**src/rtl/ycd_pkg.sv**
```systemverilog
package ycd_pkg;

    typedef enum logic [2:0] {
        PH_CHROMA_A  = 3'd0,
        PH_LUMA_A    = 3'd1,
        PH_CHROMA_B  = 3'd2,
        PH_LUMA_B    = 3'd3,
        PH_RGB_FIRST = 3'd4,
        PH_RGB_MID   = 3'd5,
        PH_RGB_LAST  = 3'd6
    } phase_e;

    // Which byte of the group completes the pixel being emitted
    typedef enum logic [1:0] {
        EMIT_NONE        = 2'd0,
        EMIT_FROM_THIRD  = 2'd1,
        EMIT_FROM_FOURTH = 2'd2
    } emit_e;

    function automatic logic phase_is_rgb(input phase_e p);
        return (p == PH_RGB_FIRST) || (p == PH_RGB_MID) || (p == PH_RGB_LAST);
    endfunction

endpackage

```
**src/rtl/ycd_phase_fsm.sv**
```systemverilog
module ycd_phase_fsm
    import ycd_pkg::*;
#(
    parameter int NSLOT = 3
) (
    input  logic             clk,
    input  logic             rst_n,
    input  logic             mode_rgb,
    input  logic             line_start,
    input  logic             in_valid,
    output logic [NSLOT-1:0] slot_we,
    output emit_e            emit_kind
);

    phase_e phase_q;
    phase_e phase_d;
    phase_e eff_phase;
    phase_e start_phase;
    phase_e succ_phase;

    // Effective phase of the byte in this cycle
    always_comb begin
        start_phase = mode_rgb ? PH_RGB_FIRST : PH_CHROMA_A;
        if (line_start || (phase_is_rgb(phase_q) != mode_rgb)) begin
            eff_phase = start_phase;
        end else begin
            eff_phase = phase_q;
        end
    end

    // Transition ring
    always_comb begin
        unique case (eff_phase)
            PH_CHROMA_A:  succ_phase = PH_LUMA_A;
            PH_LUMA_A:    succ_phase = PH_CHROMA_B;
            PH_CHROMA_B:  succ_phase = PH_LUMA_B;
            PH_LUMA_B:    succ_phase = PH_CHROMA_A;
            PH_RGB_FIRST: succ_phase = PH_RGB_MID;
            PH_RGB_MID:   succ_phase = PH_RGB_LAST;
            PH_RGB_LAST:  succ_phase = PH_RGB_FIRST;
            default:      succ_phase = start_phase;
        endcase
        if (in_valid) begin
            phase_d = succ_phase;
        end else if (line_start) begin
            phase_d = start_phase;
        end else begin
            phase_d = phase_q;
        end
    end

    // State register
    always_ff @(posedge clk) begin
        if (!rst_n) begin
            phase_q <= PH_CHROMA_A;
        end else begin
            phase_q <= phase_d;
        end
    end

    // Per-state outputs
    always_comb begin
        slot_we   = '0;
        emit_kind = EMIT_NONE;
        if (in_valid) begin
            unique case (eff_phase)
                PH_CHROMA_A:  slot_we[0] = 1'b1;
                PH_LUMA_A:    slot_we[1] = 1'b1;
                PH_CHROMA_B: begin
                    slot_we[2] = 1'b1;
                    emit_kind  = EMIT_FROM_THIRD;
                end
                PH_LUMA_B:    emit_kind  = EMIT_FROM_FOURTH;
                PH_RGB_FIRST: slot_we[0] = 1'b1;
                PH_RGB_MID:   slot_we[1] = 1'b1;
                PH_RGB_LAST:  emit_kind  = EMIT_FROM_THIRD;
                default:      emit_kind  = EMIT_NONE;
            endcase
        end
    end

    AST_RESTART_YC: assert property (@(posedge clk) disable iff (!rst_n)
        (line_start && in_valid && !mode_rgb) |=> (phase_q == PH_LUMA_A));
    AST_RESTART_RGB: assert property (@(posedge clk) disable iff (!rst_n)
        (line_start && in_valid && mode_rgb) |=> (phase_q == PH_RGB_MID));
    AST_PHASE_HOLD: assert property (@(posedge clk) disable iff (!rst_n)
        (!in_valid && !line_start) |=> $stable(phase_q));

endmodule

```
**src/rtl/ycd_hold_bank.sv**
```systemverilog
module ycd_hold_bank #(
    parameter int DW    = 8,
    parameter int NSLOT = 3
) (
    input  logic                      clk,
    input  logic                      rst_n,
    input  logic [NSLOT-1:0]          slot_we,
    input  logic [DW-1:0]             in_byte,
    output logic [NSLOT-1:0][DW-1:0]  hold
);

    for (genvar i = 0; i < NSLOT; i++) begin : g_slot
        always_ff @(posedge clk) begin
            if (!rst_n) begin
                hold[i] <= '0;
            end else if (slot_we[i]) begin
                hold[i] <= in_byte;
            end
        end
    end

endmodule

```
**src/rtl/ycd_pixel_assemble.sv**
```systemverilog
module ycd_pixel_assemble
    import ycd_pkg::*;
#(
    parameter int DW    = 8,
    parameter int NSLOT = 3
) (
    input  logic                      clk,
    input  logic                      rst_n,
    input  logic                      mode_rgb,
    input  logic                      order_swap,
    input  logic                      reverse,
    input  emit_e                     emit_kind,
    input  logic [DW-1:0]             in_byte,
    input  logic [NSLOT-1:0][DW-1:0]  hold,
    output logic                      out_valid,
    output logic [2:0][DW-1:0]        out_pix
);

    localparam logic [DW-1:0] FULL = {DW{1'b1}};

    logic [DW-1:0]       first_c;
    logic [DW-1:0]       mid_c;
    logic [DW-1:0]       last_c;
    logic [2:0][DW-1:0]  comp;
    logic [2:0][DW-1:0]  comp_adj;
    logic                emit;

    always_comb begin
        emit    = (emit_kind != EMIT_NONE);
        first_c = hold[0];
        mid_c   = (emit_kind == EMIT_FROM_FOURTH) ? in_byte : hold[1];
        last_c  = (emit_kind == EMIT_FROM_FOURTH) ? hold[2] : in_byte;
        if (mode_rgb) begin
            comp[0] = order_swap ? last_c  : first_c;
            comp[1] = mid_c;
            comp[2] = order_swap ? first_c : last_c;
        end else begin
            comp[0] = mid_c;
            comp[1] = order_swap ? last_c  : first_c;
            comp[2] = order_swap ? first_c : last_c;
        end
    end

    for (genvar k = 0; k < 3; k++) begin : g_rev
        assign comp_adj[k] = reverse ? (FULL - comp[k]) : comp[k];
    end

    always_ff @(posedge clk) begin
        if (!rst_n) begin
            out_valid <= 1'b0;
            out_pix   <= '0;
        end else begin
            out_valid <= emit;
            if (emit) begin
                out_pix <= comp_adj;
            end
        end
    end

    AST_HOLD_STABLE: assert property (@(posedge clk) disable iff (!rst_n)
        (emit_kind == EMIT_NONE) |=> $stable(out_pix));

endmodule

```
**src/rtl/ycd_byte_demux.sv**
```systemverilog
module ycd_byte_demux
    import ycd_pkg::*;
#(
    parameter int DW = 8
) (
    input  logic          clk,
    input  logic          rst_n,
    input  logic          mode_rgb,
    input  logic          order_swap,
    input  logic          reverse,
    input  logic          line_start,
    input  logic          in_valid,
    input  logic [DW-1:0] in_byte,
    output logic          out_valid,
    output logic [DW-1:0] out_c0,
    output logic [DW-1:0] out_c1,
    output logic [DW-1:0] out_c2
);

    localparam int NSLOT = 3;

    logic [NSLOT-1:0]          slot_we;
    emit_e                     emit_kind;
    logic [NSLOT-1:0][DW-1:0]  hold;
    logic [2:0][DW-1:0]        out_pix;

    ycd_phase_fsm #(.NSLOT(NSLOT)) fsm_i (
        .clk        (clk),
        .rst_n      (rst_n),
        .mode_rgb   (mode_rgb),
        .line_start (line_start),
        .in_valid   (in_valid),
        .slot_we    (slot_we),
        .emit_kind  (emit_kind)
    );

    ycd_hold_bank #(.DW(DW), .NSLOT(NSLOT)) hold_i (
        .clk     (clk),
        .rst_n   (rst_n),
        .slot_we (slot_we),
        .in_byte (in_byte),
        .hold    (hold)
    );

    ycd_pixel_assemble #(.DW(DW), .NSLOT(NSLOT)) asm_i (
        .clk        (clk),
        .rst_n      (rst_n),
        .mode_rgb   (mode_rgb),
        .order_swap (order_swap),
        .reverse    (reverse),
        .emit_kind  (emit_kind),
        .in_byte    (in_byte),
        .hold       (hold),
        .out_valid  (out_valid),
        .out_pix    (out_pix)
    );

    assign out_c0 = out_pix[0];
    assign out_c1 = out_pix[1];
    assign out_c2 = out_pix[2];

    AST_OUT_NEEDS_BYTE: assert property (@(posedge clk) disable iff (!rst_n)
        out_valid |-> $past(in_valid));
    AST_RGB_SPACING: assert property (@(posedge clk) disable iff (!rst_n)
        (out_valid && $past(mode_rgb)) |=> !(out_valid && $past(mode_rgb)));

endmodule

```
**config.mk**
```make
export PLATFORM = sky130hd
export DESIGN_NAME = ycd_byte_demux
export DESIGN_NICKNAME = d
export VERILOG_FILES = /design/src/rtl/ycd_pkg.sv /design/src/rtl/ycd_phase_fsm.sv /design/src/rtl/ycd_hold_bank.sv /design/src/rtl/ycd_pixel_assemble.sv /design/src/rtl/ycd_byte_demux.sv
export SDC_FILE = /design/constraint.sdc
export NUM_CORES = 1
export LEC_CHECK = 0
export ABC_CLOCK_PERIOD_IN_PS = 4500
export BUFFER_PORTS_ARGS = -buffer_cell sky130_fd_sc_hd__buf_2
export CAP_MARGIN = 20
export CORE_UTILIZATION = 57
export DETAILED_ROUTE_END_ITERATION = 16
export PLACE_DENSITY = 0.77
export SETUP_SLACK_MARGIN = 0.02
export SYNTH_ARGS = -nofsm -noshare
export SYNTH_HDL_FRONTEND = slang
export SYNTH_SLANG_ARGS = --single-unit
export TNS_END_PERCENT = 10
```
**constraint.sdc**
```tcl
create_clock -name clk -period 4.5 [get_ports clk]
set_input_delay 0.675 -clock clk [delete_from_list [all_inputs] [get_ports clk]]
set_output_delay 0.675 -clock clk [all_outputs]
set_load 0.05 [all_outputs]
```
# Yosys cells after proc, flatten, opt, wreduce, memory -nomap -nowiden
# Cells that the tools add are included.
# word_totals
inputBits	15
latchBits	0
romBits	0
out_inout_bits	25
ram_bits	0
n_memories	0
ff_bits	52
# op_classes
mul	0
reduce_logical	9
bitwise_logic	0
order_cmp	0
eq_ne	11
n_div	0
n_mux	19
add_sub_neg	3
shift	0
# op_table
cell	n
2-to-1 mux 8 bit	7
subtractor 8 bit, first input constant	3
one-hot mux 3 bit (7 select lines)	1
equality test 3 bit, second input constant	6
2-to-1 mux 16 bit	1
2-to-1 mux 3 bit	5
equality test 3 x 2 -> 1 bit, second input constant	2
OR reduction 2 bit	3
one-hot mux 2 bit (2 select lines)	1
nonzero test 2 bit	2
equality test 3 x 1 -> 1 bit, second input constant	1
zero test 3 bit	1
logical OR 1 bit	3
2-to-1 mux 1 bit	3
equality test 2 bit, second input constant	1
2-to-1 mux 2 bit	1
inequality test 1 bit	1

# Longest topological paths before layout
# depth
ltp_word	16
mapped_depth	9

# Cells and area by module
# A second synthesis with hierarchy kept.
# hier_totals
cells_unflattened	327
hier_area_um2	3136.8
# by_module_without_submodules
module	cells_per_inst	seq_area_each_um2	area_each_um2	instances
ycd_pixel_assemble	216	500.5	1953.1	1
ycd_hold_bank	77	480.5	914.6	1
ycd_phase_fsm	34	60.1	269.0	1

# Worst setup path after synthesis
# OpenSTA, ideal clock, no wires.
# synth_timing
path_type	input to register
start	input mode_rgb
end	register asm_i.out_pix[0] (netlist name)
arrival_time_ps	2338
n_path_buf	3
slack_ps	2035
cell_stages	8
t_required_ps	4373
cell_sequence	clkbuf_1 > or4b_4 > buf_6 > buf_12 > nor4_2 > a21oi_1 > and3_1 > or3_1
# synth_between
elab_chain_cells	13
word_cells_on_any_way	18
cone_classes	1 x add/sub; 5 x eq/ne; 9 x mux; 3 x reduce/logical
# synth_lines
element	line	rtl
start: declaration	ycd_byte_demux.sv:8	input logic mode_rgb,
inequality test 1 bit	ycd_phase_fsm.sv:24	if (line_start || (phase_is_rgb(phase_q) != mode_rgb)) begin
logical OR 1 bit	ycd_phase_fsm.sv:24	
2-to-1 mux 3 bit	ycd_phase_fsm.sv:24	
equality test 3 bit or equality test 3 x 2 -> 1 bit (tied branches)	ycd_phase_fsm.sv:66	unique case (eff_phase)
OR reduction 2 bit (no source line)	-	
one-hot mux 2 bit (2 select lines)	ycd_phase_fsm.sv:66	
2-to-1 mux 2 bit	ycd_phase_fsm.sv:65	if (in_valid) begin
equality test 2 bit	ycd_pixel_assemble.sv:31, ycd_pixel_assemble.sv:32	
2-to-1 mux 8 bit	ycd_pixel_assemble.sv:32	last_c = (emit_kind == EMIT_FROM_FOURTH) ? hold[2] : in_byte;
2-to-1 mux 8 bit	ycd_pixel_assemble.sv:34	comp[0] = order_swap ? last_c : first_c;
2-to-1 mux 16 bit	ycd_pixel_assemble.sv:33	if (mode_rgb) begin
subtractor 8 bit	ycd_pixel_assemble.sv:45	assign comp_adj[k] = reverse ? (FULL - comp[k]) : comp[k];
2-to-1 mux 8 bit	ycd_pixel_assemble.sv:45	
end signal: assignment	ycd_pixel_assemble.sv:55	out_pix <= comp_adj;
end: declaration	ycd_pixel_assemble.sv:16	output logic [2:0][DW-1:0] out_pix
# Parallel ways exist; a longest one is shown, timed or not.
# A chain may end at the register's enable or synchronous reset.

# Worst setup path after layout
# layout_timing
start	input mode_rgb
end	register asm_i.out_pix[8] (netlist name)
# layout_between
elab_chain_cells	13
word_cells_on_any_way	18
cone_classes	1 x add/sub; 5 x eq/ne; 9 x mux; 3 x reduce/logical
# layout_lines
element	line	rtl
inequality test 1 bit	ycd_phase_fsm.sv:24	
logical OR 1 bit	ycd_phase_fsm.sv:24	
2-to-1 mux 3 bit	ycd_phase_fsm.sv:24	
equality test 3 bit or equality test 3 x 2 -> 1 bit (tied branches)	ycd_phase_fsm.sv:66	
OR reduction 2 bit (no source line)	-	
one-hot mux 2 bit (2 select lines)	ycd_phase_fsm.sv:66	
2-to-1 mux 2 bit	ycd_phase_fsm.sv:65	
equality test 2 bit	ycd_pixel_assemble.sv:31, ycd_pixel_assemble.sv:32	
2-to-1 mux 8 bit	ycd_pixel_assemble.sv:32	
2-to-1 mux 8 bit	ycd_pixel_assemble.sv:39	comp[1] = order_swap ? last_c : first_c;
2-to-1 mux 16 bit	ycd_pixel_assemble.sv:33	
subtractor 8 bit	ycd_pixel_assemble.sv:45	
2-to-1 mux 8 bit	ycd_pixel_assemble.sv:45	
# Parallel ways exist; a longest one is shown, timed or not.

==> impl_metrics.toml <==
[status]
outcome = "completed"

[clocking]
numCtsBuffers = 5
hold_buffers = 0
worstSkewPairLatency_ns = 0.32
postCtsSetupRepairBufs = 0
cts_resized = 0
clock_sinks = 52
cts-root-buf = "clkbuf_8"
clk_pin_slew_worst_paths_ns = 0.11
cts_tree = "yes"
cts_max_path_buffers = 2
htreeDepth = 2

[drt]
drtIter0Drc = 329
vias = 2825
firstDrtPassIters = 5
drtAntennaViolNets = 0
wirelength_mm = 7.83
wl_per_cell_um = 17.3
vias_per_cell = 6.25
drc = 0

[die]
core_mm2 = 0.00488
die_area_mm2 = 0.00553
initial_utilization = 0.612
die_x_um = 74.4
io_pins = 40
die_h_um = 74.4
rows = 25

[global_routing]
grt_start_max_net_pins = 55
grt_pass1_wl_mm = 12.5
grt_pass1_vias = 2502
overflow = 0
grt_util_all_layers = 0.300
antenna_found_initial = 0

[timing]
tns_ns = 0
final.period_utilization = 0.642
timing.fmax_ghz = 0.346
finClkSkew_ns = 0.0154
finalCriticalPeriod_ns = 2.89
hold_slack_ns = 0.507
max-slew-margin-rel = 0.368
final_hold_viol_count = 0
timing_worst_slew_pin_value_ns = 0.946
finalSetupViolCount = 0
rsz0062_at_grt = "no"
slew_violations = 0

[critical_path]
worstPathCellList = "buf_2, and3b_2, o211a_1, nand3_1, or3_1, nand3_1"
crit_slowest_cell = "buf_2"
critical_path_class = "input pin to flop"
start_kind = "input pin"
crit_family = "simple AND/OR/NAND/NOR gates"
crit_path_end = "asm_i.out_pix[8]$_SDFFE_PN0P_"
slowest_delay_ns = 0.67
cp_data_required_time_ns = 4.77
cp_common_cell = "nand3_1"
end_kind = "flop"
reg2reg_depth = 5
path_buf_inv = 1
ff2ff_setup_slack_ns = 1.94
cp_max_fo = 54
startpoint = "mode_rgb"
arrival_ns = 3.16
r2r_start = "fsm_i.phase_q[1]$_SDFFE_PN0P_"
cp.depth = 6
reg2reg_to = "hold_i.hold[5]$_SDFFE_PN0P_"

[pwr]
ir_worst_vdd_v = 0.000205
p_leak_nw = 1.44
total_power_mw = 1.03
powerDensity_mw_per_mm2 = 314

[placed_design]
gp_congestion = 0.931
dpl.cell_count = 444
dp_hpwl_mm = 5.57
io_buffers = 39
placed_area_mm2 = 0.00311

[yosys]
synth_area_mm2 = 0.00299
synth_nets = 384
synth_ff_type = "dfxtp_1"
synthSimpleGateAreaFrac = 0.272
synth_xor_area_frac = 0.0264
ys_seq_area_frac = 0.349
synthMuxAreaShare = 0.0804
synth_cells = 369
synth_compound_area_frac = 0.209
syn_area_per_cell_um2 = 8.09
synth_top_family_by_area = "simple AND/OR/NAND/NOR gates"
synthAdderAreaFrac = 0
yosysUniqueCellTypes = 42
synthArstFlopShare = 0
ys_ff_latch = 52
synth_edf_count = 0
yosysWarningCount = 0

[cells_and_area]
drive_above_1_share = 0.164
fin_nets = 399
syn_to_final_growth_pct = 9.51
n_fill_cell = 444
antenna_cells = 0
final_cell_area_mm2 = 0.00327
final-instance-count-excl-fill = 452

[run]
drv_cap = 0

[worst_hold_path]
hp-class = "flop to flop"
[area by class of cell]
class | instances | area (µm²) | share of cell area
clock buffers | 5 | 68.8 | 0.0210
clock inverters | 3 | 90.1 | 0.0275
inverters | 7 | 26.3 | 0.00803
multi-input cells | 278 | 1760 | 0.537
flip-flops and latches | 52 | 1040 | 0.318
well taps | 67 | 83.8 | 0.0256
repair buffers | 40 | 203 | 0.0620
[worst min-delay path by stage]
stage / startpoint / endpoint / slack (ns) / cells past startpoint
2_1_floorplan: hold_i.hold[16]$_SDFFE_PN0P_ / hold_i.hold[16]$_SDFFE_PN0P_ / 0.46 / 2
3_3_place_gp: hold_i.hold[21]$_SDFFE_PN0P_ / hold_i.hold[21]$_SDFFE_PN0P_ / 0.48 / 2
3_5_place_dp: hold_i.hold[21]$_SDFFE_PN0P_ / hold_i.hold[21]$_SDFFE_PN0P_ / 0.49 / 2
4_1_cts: hold_i.hold[18]$_SDFFE_PN0P_ / hold_i.hold[18]$_SDFFE_PN0P_ / 0.51 / 2
5_1_grt: asm_i.out_pix[12]$_SDFFE_PN0P_ / asm_i.out_pix[12]$_SDFFE_PN0P_ / 0.54 / 2
6_report: hold_i.hold[18]$_SDFFE_PN0P_ / hold_i.hold[18]$_SDFFE_PN0P_ / 0.51 / 2
[power by group]
group	internal (mW)	switching, mW	total [mW]
Sequential	0.468	0.0116	0.479
Clock	0.278	0.162	0.440
Combinational	0.0329	0.0753	0.108
[layer usage]
| layer | up-vias | track usage | part of all wire |
|---|---|---|---|
| met5 | - | 0 | 0 |
| met4 | 0 | 0.122 | 0.021 |
| met3 | 15 | 0.0623 | 0.080 |
| met2 | 146 | 0.468 | 0.46 |
| met1 | 1299 | 0.404 | 0.44 |
| li1 | 1365 | - | - |
[synth_stat cells, types with 8 or more instances]
library cell,number,area share
nand3_1,31,0.052
a21oi_1,11,0.018
a22oi_1,8,0.020
dfxtp_1,52,0.35
clkbuf_1,23,0.029
nand2_1,14,0.018
a31oi_1,9,0.019
nor4_2,8,0.034
o31ai_1,8,0.020
mux2i_1,24,0.080
nor2_1,56,0.070
and3_1,8,0.017
a221o_1,8,0.027
or3_1,15,0.031
nor3_1,10,0.017
o21ai_0,23,0.039
[registers in the layout, indices dropped and copies added (netlist names)]
register,count
fsm_i.phase_q,3
hold_i.hold,24
asm_i.out_pix,24
asm_i.out_valid,1
[placed cells by master (no fill, tap or decap), types with 9 or more instances in the layout]
cell type / synthesis / final
nor2_1: 56 / 56
nor3_1: 10 / 10
a21oi_1: 11 / 11
a31oi_1: 9 / 9
nand3_1: 31 / 31
nand2_1: 14 / 14
dfxtp_1: 52 / 52
mux2i_1: 24 / 24
o21ai_0: 23 / 23
buf_2: 5 / 39
or3_1: 15 / 15
[cells by family (layout without fill, tap and decap cells)]
family,after synthesis,in the layout
XOR/XNOR,9,9
AO/OA/AOI/OAI,90,90
AND/OR/NAND/NOR,155,155
flip-flops,52,52
multiplexers,24,24
buffers and inverters,39,55
[worst reg2reg max path: cells and delay by family (launching register included)]
kind             cells  cell delay, ns
AO/OA/AOI/OAI        2            1.05
AND/OR/NAND/NOR      2            0.67
flip-flops           1            0.44
multiplexers         1            0.26
[metrics by stage]
stage / setup WS, ns / utilization
2_1_floorplan: 2.03 / -
3_3_place_gp: 1.42 / 0.638
3_5_place_dp: 1.34 / 0.638
4_1_cts: 1.67 / 0.670
5_1_grt: 1.40 / 0.670
6_report: 1.61 / 0.670
Note: power is estimated with default switching activity, not from simulation.
